[src/rtl/dmt_pkg.sv]
package dmt_pkg;
    localparam int NUM_CH  = 2;
    localparam int CKS_W   = 2;
    localparam int IE_BIT  = 6;
    localparam int SLOT_W  = 3;
    localparam int ADDR_W  = SLOT_W + 1;

    localparam logic [SLOT_W-1:0] SLOT_START = 3'd0;
    localparam logic [SLOT_W-1:0] SLOT_HOLE  = 3'd7;

    typedef enum logic [1:0] {
        REG_CTL = 2'd0,
        REG_CNT = 2'd1,
        REG_CMP = 2'd2
    } chreg_e;

    // channel i occupies three consecutive slots after the start slot
    function automatic logic [SLOT_W-1:0] slot_of(int ch, chreg_e r);
        return SLOT_W'(1 + 3 * ch + int'(r));
    endfunction
endpackage

[src/rtl/dmt_prescaler.sv]
module dmt_prescaler #(
    parameter int CKS_W    = 2,
    parameter int BASE_LOG = 3,
    parameter int STEP_LOG = 2
) (
    input  logic             clk,
    input  logic             rst_n,
    input  logic             restart_i,
    input  logic [CKS_W-1:0] sel_i,
    output logic             tick_o
);
    localparam int PRE_W = BASE_LOG + STEP_LOG * ((1 << CKS_W) - 1);

    logic [PRE_W-1:0] pre_d, pre_q;
    logic [PRE_W:0]   span;
    logic [PRE_W-1:0] mask;

    always_comb begin
        span   = (PRE_W + 1)'(1) << (BASE_LOG + STEP_LOG * int'(sel_i));
        mask   = PRE_W'(span - 1'b1);
        tick_o = (pre_q & mask) == mask;
        pre_d  = restart_i ? '0 : pre_q + 1'b1;
    end

    always_ff @(posedge clk) begin
        if (!rst_n) pre_q <= '0;
        else        pre_q <= pre_d;
    end

    // phase restarts on a start rising edge
    a_r8_phase_reset: assert property (@(posedge clk) disable iff (!rst_n)
        restart_i |=> pre_q == '0);
endmodule

[src/rtl/dmt_channel.sv]
module dmt_channel #(
    parameter int W      = 16,
    parameter int CKS_W  = 2,
    parameter int IE_BIT = 6
) (
    input  logic         clk,
    input  logic         rst_n,
    input  logic         run_i,
    input  logic         restart_i,
    input  logic         wr_ctl_i,
    input  logic         wr_cnt_i,
    input  logic         wr_cmp_i,
    input  logic [W-1:0] wdata_i,
    output logic [W-1:0] ctl_o,
    output logic [W-1:0] cnt_o,
    output logic [W-1:0] cmp_o,
    output logic         irq_o
);
    typedef struct packed {
        logic [CKS_W-1:0] cks;
        logic             ie;
        logic [W-1:0]     cnt;
        logic [W-1:0]     cmp;
        logic             irq;
    } ch_t;

    ch_t  d, q;
    logic tick;
    logic match;

    dmt_prescaler #(.CKS_W(CKS_W)) u_pre (
        .clk       (clk),
        .rst_n     (rst_n),
        .restart_i (restart_i),
        .sel_i     (q.cks),
        .tick_o    (tick)
    );

    always_comb begin
        d     = q;
        match = run_i && tick && (q.cnt == q.cmp) && !wr_cnt_i;
        d.irq = match && q.ie;
        if (wr_ctl_i) begin
            d.cks = wdata_i[CKS_W-1:0];
            d.ie  = wdata_i[IE_BIT];
        end
        if (wr_cmp_i) d.cmp = wdata_i;
        if (wr_cnt_i)              d.cnt = wdata_i;
        else if (run_i && tick)    d.cnt = match ? '0 : q.cnt + 1'b1;
    end

    always_ff @(posedge clk) begin
        if (!rst_n) begin
            q     <= '0;
            q.cmp <= '1;
        end else begin
            q <= d;
        end
    end

    always_comb begin
        ctl_o                = '0;
        ctl_o[CKS_W-1:0]     = q.cks;
        ctl_o[IE_BIT]        = q.ie;
    end
    assign cnt_o = q.cnt;
    assign cmp_o = q.cmp;
    assign irq_o = q.irq;

    // pulse lasts one cycle
    a_r5_pulse_single: assert property (@(posedge clk) disable iff (!rst_n)
        q.irq |=> !q.irq);
    // pulse only with enable, and counter is cleared when it appears
    a_r5_pulse_enabled: assert property (@(posedge clk) disable iff (!rst_n)
        q.irq |-> $past(q.ie) && q.cnt == '0);
    // stopped counter holds unless software writes it
    a_r8_frozen: assert property (@(posedge clk) disable iff (!rst_n)
        (!run_i && !wr_cnt_i) |=> q.cnt == $past(q.cnt));
    // software write wins over increment and clear
    a_r10_write_wins: assert property (@(posedge clk) disable iff (!rst_n)
        wr_cnt_i |=> q.cnt == $past(wdata_i) && !q.irq);
endmodule

[src/rtl/dual_match_timer.sv]
module dual_match_timer
    import dmt_pkg::*;
#(
    parameter int W = 16
) (
    input  logic              clk,
    input  logic              rst_n,
    input  logic              wr_en,
    input  logic              rd_en,
    input  logic [ADDR_W-1:0] addr,
    input  logic [W-1:0]      wdata,
    output logic [W-1:0]      rdata,
    output logic [NUM_CH-1:0] irq
);
    typedef struct packed {
        logic [NUM_CH-1:0] run;
        logic [W-1:0]      rdata;
    } top_t;

    top_t              d, q;
    logic [SLOT_W-1:0] slot;
    logic              unused_addr_lsb;
    logic              wr_start;
    logic [NUM_CH-1:0] restart;
    logic [W-1:0]      ch_ctl [NUM_CH];
    logic [W-1:0]      ch_cnt [NUM_CH];
    logic [W-1:0]      ch_cmp [NUM_CH];
    logic [W-1:0]      rd_val;

    assign slot            = addr[ADDR_W-1:1];
    assign unused_addr_lsb = addr[0];
    assign wr_start        = wr_en && (slot == SLOT_START);
    assign restart         = wr_start ? (wdata[NUM_CH-1:0] & ~q.run) : '0;

    for (genvar i = 0; i < NUM_CH; i++) begin : g_ch
        dmt_channel #(.W(W), .CKS_W(CKS_W), .IE_BIT(IE_BIT)) u_ch (
            .clk       (clk),
            .rst_n     (rst_n),
            .run_i     (q.run[i]),
            .restart_i (restart[i]),
            .wr_ctl_i  (wr_en && slot == slot_of(i, REG_CTL)),
            .wr_cnt_i  (wr_en && slot == slot_of(i, REG_CNT)),
            .wr_cmp_i  (wr_en && slot == slot_of(i, REG_CMP)),
            .wdata_i   (wdata),
            .ctl_o     (ch_ctl[i]),
            .cnt_o     (ch_cnt[i]),
            .cmp_o     (ch_cmp[i]),
            .irq_o     (irq[i])
        );
    end

    always_comb begin
        rd_val = '1;
        if (slot == SLOT_START) rd_val = {{(W - NUM_CH){1'b0}}, q.run};
        for (int i = 0; i < NUM_CH; i++) begin
            if (slot == slot_of(i, REG_CTL)) rd_val = ch_ctl[i];
            if (slot == slot_of(i, REG_CNT)) rd_val = ch_cnt[i];
            if (slot == slot_of(i, REG_CMP)) rd_val = ch_cmp[i];
        end
    end

    always_comb begin
        d       = q;
        if (wr_start) d.run = wdata[NUM_CH-1:0];
        if (rd_en)    d.rdata = rd_val;
    end

    always_ff @(posedge clk) begin
        if (!rst_n) q <= '0;
        else        q <= d;
    end

    assign rdata = q.rdata;

    // hole slot reads all ones
    a_r9_hole_ones: assert property (@(posedge clk) disable iff (!rst_n)
        (rd_en && slot == SLOT_HOLE) |=> rdata == '1);
    // start readback has only the run bits
    a_r2_start_upper_zero: assert property (@(posedge clk) disable iff (!rst_n)
        (rd_en && slot == SLOT_START) |=> rdata[W-1:NUM_CH] == '0);
    // read data holds between reads
    a_r11_rdata_hold: assert property (@(posedge clk) disable iff (!rst_n)
        !rd_en |=> $stable(rdata));
endmodule

[config.mk]
export PLATFORM = sky130hd
export DESIGN_NAME = dual_match_timer
export DESIGN_NICKNAME = d
export VERILOG_FILES = /design/src/rtl/dmt_pkg.sv /design/src/rtl/dmt_prescaler.sv /design/src/rtl/dmt_channel.sv /design/src/rtl/dual_match_timer.sv
export SDC_FILE = /design/constraint.sdc
export NUM_CORES = 1
export LEC_CHECK = 0
export ABC_AREA = 1
export BUFFER_PORTS_ARGS = -buffer_cell sky130_fd_sc_hd__buf_2
export CAP_MARGIN = 0
export CORE_ASPECT_RATIO = 0.75
export CORE_UTILIZATION = 65
export CTS_CLUSTER_SIZE = 40
export DETAILED_ROUTE_END_ITERATION = 12
export GPL_TIMING_DRIVEN = 0
export HOLD_SLACK_MARGIN = 0.08
export PLACE_DENSITY = 0.84
export SETUP_SLACK_MARGIN = 0.05
export SYNTH_ARGS = -nofsm -noshare
export SYNTH_HDL_FRONTEND = slang
export SYNTH_HIERARCHICAL = 1
export SYNTH_SLANG_ARGS = --single-unit
[constraint.sdc]
create_clock -name clk -period 4.2 [get_ports clk]
set_clock_uncertainty 0.05 [all_clocks]
set_input_delay 0.21 -clock clk [delete_from_list [all_inputs] [get_ports clk]]
set_output_delay 0.21 -clock clk [all_outputs]
set_load 0.05 [all_outputs]
# After elaboration in Yosys (flattened, before gate mapping)

Cells that the tools add are included.

Bits of input ports: 24
Output and inout bits: 18
Register bits after elaboration: 108
Logic and storage cells: 75

Add/subtract/negate cells: 8
Equal/unequal tests: 10
Bitwise gates (word level): 5
Muxes and demuxes: 14
Reduce and logical (&&, ||, !) cells: 22
Shifts and indexed selects: 2

Operators by type and width:

| kind                                                 | count |
|---|---|
| 2-to-1 mux 16 bit                                    | 13 |
| adder 16 x 1 -> 16 bit (second input constant)       | 2 |
| equality test 16 bit                                 | 2 |
| adder 9 x 1 -> 9 bit (second input constant)         | 2 |
| AND 9 bit                                            | 2 |
| equality test 9 bit                                  | 2 |
| left shift 1 x 4 -> 9 bit (first input constant)     | 2 |
| subtractor 9 x 1 -> 9 bit (second input constant)    | 2 |
| logical AND 1 bit                                    | 15 |
| equality test 3 bit (second input constant)          | 3 |
| adder 2 x 3 -> 4 bit (first input constant)          | 2 |
| equality test 3 x 2 -> 1 bit (second input constant) | 2 |
| nonzero test 2 bit                                   | 2 |
| OR reduction 2 bit                                   | 2 |
| equality test 3 x 1 -> 1 bit (second input constant) | 1 |
| logical NOT 3 bit                                    | 1 |
| AND 2 bit                                            | 1 |
| logical NOT 1 bit                                    | 2 |
| 2-to-1 mux 2 bit                                     | 1 |
| inverter 2 bit                                       | 1 |
| inverter 1 bit                                       | 1 |

# Longest topological paths before layout

Gate-level depths: netlist of run 1.

Depth after elaboration: 11
Depth in mapped cells: 14
Depth with buffers taken out: 13

# Modules after synthesis

Netlist of run 1, hierarchy kept.

Modules (own cells, without submodules):

| module           | area an instance (µm²) | cells an instance | times used | seq. area each (µm²) |
|---|---|---|---|---|
| dmt_channel      | 2304.7                 | 351               | 2          | 720.7 |
| dual_match_timer | 1806.7                 | 324               | 1          | 360.3 |
| dmt_prescaler    | 421.7                  | 63                | 2          | 180.2 |

# Worst setup path after synthesis of run 1

Ideal clock, no wire load.

Kind: input port to flip-flop
Start: input port addr[2]
End: register g_ch[1].u_ch.q, in the netlist g_ch[1].u_ch/cnt_o[11]
Library setup time: 70 ps
Stages: 13
Data arrival time: 1627 ps
Setup slack: 2453 ps
Path buffers: 4
Cells stage by stage: buf_4 buf_4 nor4_1 buf_2 inv_2 nand2_1 nor2_1 nand2_1 nor2_1 nand3_2 buf_6 nand3_2 a21oi_2

Word-level cells in the longest chain between the ends: 7

Ends and longest elaborated chain:

| element                         | line                   | text |
|---|---|---|
| from (decl)                     | dual_match_timer.sv:10 | `input logic [ADDR_W-1:0] addr,` |
| equality test 3 bit (*)         | dual_match_timer.sv:42 | `.wr_cnt_i (wr_en && slot == slot_of(i, REG_CNT)),` |
| logical AND 1 bit (*)           | dual_match_timer.sv:42 |  |
| logical NOT 1 bit               | dmt_channel.sv:41      | `match = run_i && tick && (q.cnt == q.cmp) && !wr_cnt_i;` |
| logical AND 1 bit               | dmt_channel.sv:41      |  |
| 2-to-1 mux 16 bit (2 in series) | dmt_channel.sv:49      | `else if (run_i && tick) d.cnt = match ? '0 : q.cnt + 1'b1;` |
| 2-to-1 mux 16 bit               | dmt_channel.sv:48      | `if (wr_cnt_i) d.cnt = wdata_i;` |
| to (decl)                       | dmt_channel.sv:27      | `ch_t d, q;` |

Every way passes the cells marked *; elsewhere a longest branch is shown, timed or not. The select of a mux whose other input is x is not followed.
A chain may end at the register's enable or synchronous reset.

# Final worst setup path of run 1

Start: register g_ch[0].u_ch.u_pre.pre_q[4]
End: register g_ch[0].u_ch.q, in the netlist g_ch[0].u_ch/cnt_o[6]

Word-level cells in the longest chain between the ends: 8

Ends and longest elaborated chain:

| element                         | line                                 | text |
|---|---|---|
| from (decl)                     | dmt_prescaler.sv:14                  | `logic [PRE_W-1:0] pre_d, pre_q;` |
| from (signal assigned)          | dmt_prescaler.sv:27                  | `else pre_q <= pre_d;` |
| AND 9 bit (*)                   | dmt_prescaler.sv:21                  | `tick_o = (pre_q & mask) == mask;` |
| equality test 9 bit (*)         | dmt_prescaler.sv:21                  |  |
| named net g_ch[0].u_ch.tick     | dmt_channel.sv:28                    | `logic tick;` |
| logical AND 1 bit (*)           | dmt_channel.sv:41, dmt_channel.sv:49 |  |
| logical AND 1 bit (2 in series) | dmt_channel.sv:41                    |  |
| 2-to-1 mux 16 bit (2 in series) | dmt_channel.sv:49                    |  |
| 2-to-1 mux 16 bit               | dmt_channel.sv:48                    |  |
| to (decl)                       | dmt_channel.sv:27                    |  |

Mark *: on every way through the listed nets, which the timed path passes. The rest lies on a longest branch. The select of a mux whose other input is x is not followed.

==> flow_summary.yaml, run 1 <==
critical_path:
  path_buf_inv: 2
  cp_top_family: "simple AND/OR/NAND/NOR gates"
  crit_path_start_kind: "register"
  cp_cell_sequence: "nand2_1 -> o21ai_0 -> nand2_1 -> nand2_1 -> nand2_1 -> inv_1 -> nand2_1 -> nor2_1 -> nand2_1 -> nor2_1 -> nand3_2 -> buf_6 -> nand3_2 -> a21oi_2"
  crit_slowest_cell: "dfxtp_1"
  worst_ep_required_time_ns: 4.36
  crit_fanout: 10
  cpMostUsedCell: "nand2_1"
  cp-end-kind: "register"
  worstPathArrival_ns: 2.40
  cp_slowest_stage_delay_ns: 0.37
  worstSetupPathType: "reg -> reg"
synth:
  ys_warn_count: 6
  async_reset_ff_frac: 0
  synthAdderAreaFrac: 0.00689
  yosys-top-cells-area: "dfxtp_1 30%, nand2_1 13%, inv_1 9.7%"
  synthSimpleGateAreaFrac: 0.321
  yosysTopAreaCellShare: 0.298
  ys_seq_area_frac: 0.298
  synth_top_cell_by_area: "dfxtp_1"
  synth_top_family_by_area: "simple AND/OR/NAND/NOR gates"
  synth_compound_area_frac: 0.159
  synthXorXnorAreaFrac: 0.0386
  syn_inst: 1152
  netlist_area_sq_mm: 0.00726
  ys_types: 36
  synth_edf_count: 0
  synth.area.mux_share: 0
  syn_area_per_cell_sq_um: 6.30
  ys_ff_latch: 108
  synth_flop_cell: "dfxtp_1"
sta:
  rsz0062_at_grt: "false"
  post-route-period-util: 0.534
  slew_headroom: 0.402
  setup_viol: 0
  period_needed_ns: 2.24
  tightest_slew_ns: 0.889
  finalSetupTns_ns: 0
  finalHoldViolCount: 0
  max_freq_ghz: 0.446
  slew_violations: 0
  holdWs_ns: 0.112
drt:
  vias: 7399
  dr.first_iter.drc_count: 794
  drc: 0
  wl_per_cell_um: 14.8
  viasPerCell: 5.40
  dr.pass1.iters: 5
  wirelength_mm: 20.2
  drt.antenna.violating_nets: 0
finish:
  nets: 1254
  fin_util: 0.734
  area_growth_pct: 10.2
  layout-drive-gt1-share: 0.154
  diodes: 0
global_routing:
  antenna_found_initial: 0
  grt_pass1_vias: 6528
  grt.total_usage: 0.363
  grt_pass1_wl_mm: 32.2
  grt_overflow: 0
  grt_max_degree: 19
floorplanning:
  initial_core_util: 0.666
  design.die.area_sq_mm: 0.0116
  die_h_um: 93.5
  num_rows: 33
  core_area_sq_mm: 0.0109
  die_x_um: 124
  io-pin-count: 42
place:
  dpl.hpwl_mm: 16.0
  portBuffers: 39
  gp_congestion: 0.989
clock_network:
  clk_pin_slew_ns: 0.07
  clockRootBuffer: "clkbuf_16"
  clk_path_buf_depth: 2
  clk_latency_ns: 0.35
  cts_tree: "yes"
  cts_sinks: 108
  cts_hold_buf: 0
  htreeDepth: 3
  cts_resized: 0
  cts_made_buffers: 9
  post_cts_buffers: 0
outcome:
  status: "complete, no violations"
min_path:
  worst_hold_path_type: "in -> reg"
pwr:
  leakagePower_uw: 0.00355
  power_uw: 2290
  power_density_mw_per_mm2: 286
  ir_worst_vdd_v: 0.000217
job:
  maxCapViolCount: 0
## layout by cell type, fill, tap and decap left out, types with 4 or more instances in the layout
cell type  instances
nand2_1          249
or2_2              5
nor2_2             6
buf_6              5
o21ai_1           10
clkbuf_16          9
buf_2             51
or2_0              5
a21oi_2           18
xor2_1            30
nor3_2             4
dfxtp_1          108
o211ai_1          13
buf_1              4
nand3_1           33
inv_1            187
clkbuf_1          14
inv_2             12
nand3_2           22
nand4_1           21
buf_4             45
nor2_1           158
ha_1               4
o22ai_1           16
o21ai_0           70
nor3_1             7
a21oi_1           72
conb_1            26
o2111ai_1          4
## flip-flops by register name (all words and copies together) (netlist names)
name,count
q,2
g_ch.u_ch/irq_o,2
g_ch.u_ch/u_pre/pre_q,18
g_ch.u_ch/cmp_o,32
rdata,16
g_ch.u_ch/ctl_o,6
g_ch.u_ch/cnt_o,32
## logic make-up after synthesis
kind of cell,after synthesis
AOI/OAI and AO/OA,203
xor gates and xnor gates,32
adders and majority gates,4
buffers and inverters,281
DFF,108
other,2
and+or+nand+nor,522
## layout make-up
cell class,count,area [sq um]
inverters,201,754
flip-flops and latches,108,2160
multi-input cells,787,3910
fillers,975,2900
well taps,140,175
clock inverters,5,43.8
clock buffers,10,239
plain buffers,80,522
repair buffers,39,195
## metal layers
metal  wire length (um)  GRT usage
met2               8120      0.528
met3               2390     0.0726
met5                  0          0
met1               9310      0.538
met4                421     0.0982
## power breakdown
part	leakage, uW	switching [uW]	total (uW)	internal (uW)
clock network	0.000140	409	834	425
logic	0.00253	234	357	123
registers	0.000880	36.8	1100	1060
total	0.00355	680	2290	1610
## synth_stat cells (3+ instances only)
| cell | number |
|---|---|
| nor2_1 | 158 |
| nand3_2 | 22 |
| a21oi_1 | 72 |
| inv_1 | 187 |
| clkbuf_1 | 14 |
| nor2_2 | 6 |
| o22ai_1 | 16 |
| buf_2 | 12 |
| o21ai_0 | 70 |
| o21ai_1 | 10 |
| buf_4 | 45 |
| nor3_1 | 7 |
| inv_2 | 12 |
| nor2_4 | 3 |
| or2_2 | 5 |
| nand3_1 | 33 |
| ha_1 | 4 |
| o2111ai_1 | 4 |
| dfxtp_1 | 108 |
| nor3_2 | 4 |
| nand4_1 | 21 |
| nand2_1 | 249 |
| buf_1 | 4 |
| xor2_1 | 30 |
| or2_0 | 5 |
| a21oi_2 | 18 |
| buf_6 | 5 |
| o211ai_1 | 13 |
## metrics by stage
stage	setup slack (ns)	cells	area [sq um]
finish	1.96	1370	8000
global route	1.77	1370	8000
CTS	2.04	1370	8000
detailed placement	1.84	1355	7720
global placement	1.87	1355	7720
floorplan	2.45	1176	7350
## final timing paths
path                          startpoint                           to  slack, ns  depth (start not counted)
max          g_ch[0].u_ch/u_pre/pre_q[4]        g_ch[0].u_ch/cnt_o[6]       1.96                         14
min                            wdata[15]       g_ch[1].u_ch/cmp_o[15]       0.11                          3
min reg2reg  g_ch[0].u_ch/u_pre/pre_q[4]  g_ch[0].u_ch/u_pre/pre_q[4]       0.43                          2
max reg2reg  g_ch[0].u_ch/u_pre/pre_q[4]        g_ch[0].u_ch/cnt_o[6]       1.96                         14
## tightest hold or removal path, delay by kind of cell
kind	cells	cell delay [ns]
buffers and inverters	1	0.14
AO/OA/AOI/OAI	2	0.13
(Power assumes the default switching activity.)
==> run 2: changes to the inputs <==
CORE_UTILIZATION = 56   (was 65)
PLACE_DENSITY = 0.77   (was 0.84)
clock period = 2 ns   (was 4.2 ns; I/O delays follow)
==> run 2 against run 1 <==
  * Core utilization decreased by 4.8 points
  * First-iteration DRC count decreased by 20%
  * Maximum frequency increased by 20%
  * Via count increased by 1.2%
  * Count of clock-buffer cells in the layout increased by 1
  * Register-to-register slack got worse by 1.8 ns
  * Global-route usage decreased by 4.3 points
  * Sequential share of layout area decreased by 1.2 points
  * Non-clock buffer count increased by 35
  * Final cell count increased by 4.5%
  * Sequential power increased by 110%
  * Critical endpoint unchanged
  * Largest power group unchanged
  * Highest routed layer unchanged
==> flow_summary.yaml, run 2 (synthesis results as in run 1) <==
clock_network:
  clk_pin_slew_ns: 0.07
  htreeDepth: 3
  clk_path_buf_depth: 2
  cts_tree: "yes"
  cts_sinks: 108
  cts_made_buffers: 9
  clockRootBuffer: "clkbuf_16"
  clk_latency_ns: 0.35
pwr:
  p_int_uw: 3410
  seqPwrFrac: 0.473
  p_comb_frac: 0.163
  power_uw: 4870
  leakagePower_uw: 0.00380
  power_density_mw_per_mm2: 570
  ir_worst_vdd_v: 0.000429
  clkPwrFrac: 0.364
  p_sw_frac: 0.300
  p_sw_uw: 1460
min_path:
  worst_hold_path_type: "in -> reg"
  holdPathStages: 6
global_routing:
  grt.total_usage: 0.320
  grt_pass1_vias: 6727
  grt_util_met2: 0.492
  met3_usage: 0.0543
  grt_overflow: 0
  grtUsageMet1: 0.466
  grt_max_degree: 19
  grt_pass1_wl_mm: 33.5
  grt_busiest_layer: "met2"
  antenna_found_initial: 0
finish:
  fin_util: 0.686
  diodes: 0
  nets: 1289
  final_cell_mix: "240 x nand2_1, 185 x inv_1, 156 x nor2_1"
  layout-drive-gt1-share: 0.190
  final_area_sq_mm: 0.00853
  layout_commonest_cell: "nand2_1"
  area_growth_pct: 17.5
drt:
  wl_per_cell_um: 14.8
  drc: 0
  wirelength_mm: 21.1
  drt.antenna.violating_nets: 0
  vias: 7487
  dr.first_iter.drc_count: 636
  viasPerCell: 5.23
  dr.pass1.iters: 5
critical_path:
  cp-end-kind: "register"
  crit_fanout: 5
  worstPathArrival_ns: 2.03
  crit_path_start_kind: "register"
  critical_path.startpoint: "g_ch[0].u_ch/u_pre/pre_q[4]"
  rr_startpoint: "g_ch[0].u_ch/u_pre/pre_q[4]"
  endpoint: "g_ch[0].u_ch/cnt_o[6]"
  reg2reg_to: "g_ch[0].u_ch/cnt_o[6]"
  rr_worst_depth: 14
  rrSetupSlack_ns: 0.14
  worstSetupPathType: "reg -> reg"
  worst_ep_required_time_ns: 2.16
sta:
  setup_viol: 0
  period_needed_ns: 1.86
  post-route-period-util: 0.932
  max_freq_ghz: 0.536
  finalHoldViolCount: 0
  tightest_slew_ns: 0.926
  rsz0062_at_grt: "true"
  slew_headroom: 0.377
  slew_violations: 0
floorplanning:
  initial_core_util: 0.584
  num_rows: 35
  core_area_sq_mm: 0.0124
  io-pin-count: 42
  die_h_um: 101
  die_x_um: 133
  design.die.area_sq_mm: 0.0134
place:
  dpl.hpwl_mm: 16.1
  gp_congestion: 0.958
  place_area_sq_mm: 0.00775
  portBuffers: 39
outcome:
  status: "complete, no violations"
job:
  maxCapViolCount: 0
run 2: cell count changes in the layout (fill, tap and decap cells not counted), moves of 4 or more:
cell,previous run,this run
nand2_2,1,8
o21ai_0,70,66
dfxtp_4,0,6
dfxtp_2,0,11
buf_4,45,59
nand2_1,249,240
dfxtp_1,108,91
dlygate4sd3_1,0,18
run 2: worst min-delay path by stage:
stage / startpoint / endpoint / slack, ns
floorplan: wdata[15] / g_ch[0].u_ch/cmp_o[15] / 0.17
global placement: wdata[8] / g_ch[1].u_ch/cmp_o[8] / 0.35
detailed placement: wdata[15] / g_ch[0].u_ch/cmp_o[15] / 0.36
CTS: addr[3] / rdata[0] / 0.25
global route: addr[3] / rdata[0] / 0.31
finish: addr[3] / rdata[0] / 0.27
run 2: metrics by stage:
stage	hold slack (ns)	TNS, ns	setup WS (ns)	std cells
after global placement	0.353	-3.97	-0.254	1381
final	0.274	0	0.136	1432
after detailed placement	0.363	-4.09	-0.218	1381
after global routing	0.314	-0.0216	-0.00715	1432
after floorplan	0.172	0	0.269	1176
after CTS	0.250	0	0.0424	1422
run 2: power by group through the flow:
stage | Sequential [uW] | Combinational, uW | Clock (uW)
3_5_place_dp | 2350 | 732 | 0
6_report | 2300 | 792 | 1770
3_3_place_gp | 2350 | 723 | 0
2_1_floorplan | 2330 | 550 | 0
5_1_grt | 2310 | 871 | 1860
4_1_cts | 2300 | 766 | 1790
run 2: timing repair:
item | CTS | global route
buffers inserted | 6 | 9
endpoints found under the hold margin | 45 | 0
setup endpoints to repair | 26 | 38
hold buffers | 18 | 0
cloned | 1 | 1
pin swaps | 1 | 13
gates resized for setup | 20 | 41
run 2: per-layer routing:
| layer | share of wire | up-vias | routed length [um] |
|---|---|---|---|
| li1 | - | 3759 | - |
| met1 | 0.49 | 3378 | 10300 |
| met2 | 0.41 | 327 | 8660 |
| met3 | 0.088 | 23 | 1870 |
| met4 | 0.014 | 0 | 300 |
| met5 | 0 | - | 0 |
run 2: cell type report:
type	count	area (sq um)
Buffer	80	539
Clock buffer	11	243
Clock inverter	5	46.3
Fill cell	1147	3910
Inverter	201	754
Multi-Input combinational cell	787	3990
Sequential cell	108	2200
Tap cell	166	208
Timing Repair Buffer	74	553
run 2: worst max-delay path: stages, from the launching register on:
cell and delay, ns:
dfxtp_2 0.36, nand2_2 0.09, o21ai_1 0.16, nand2_1 0.09, nand2_2 0.09, nand2_4 0.06, inv_2 0.06, nand2_1 0.05
nor2_1 0.08, nand2_1 0.06, nor2_2 0.13, nand3_4 0.13, clkbuf_16 0.20, nand3_2 0.06, a21oi_2 0.05
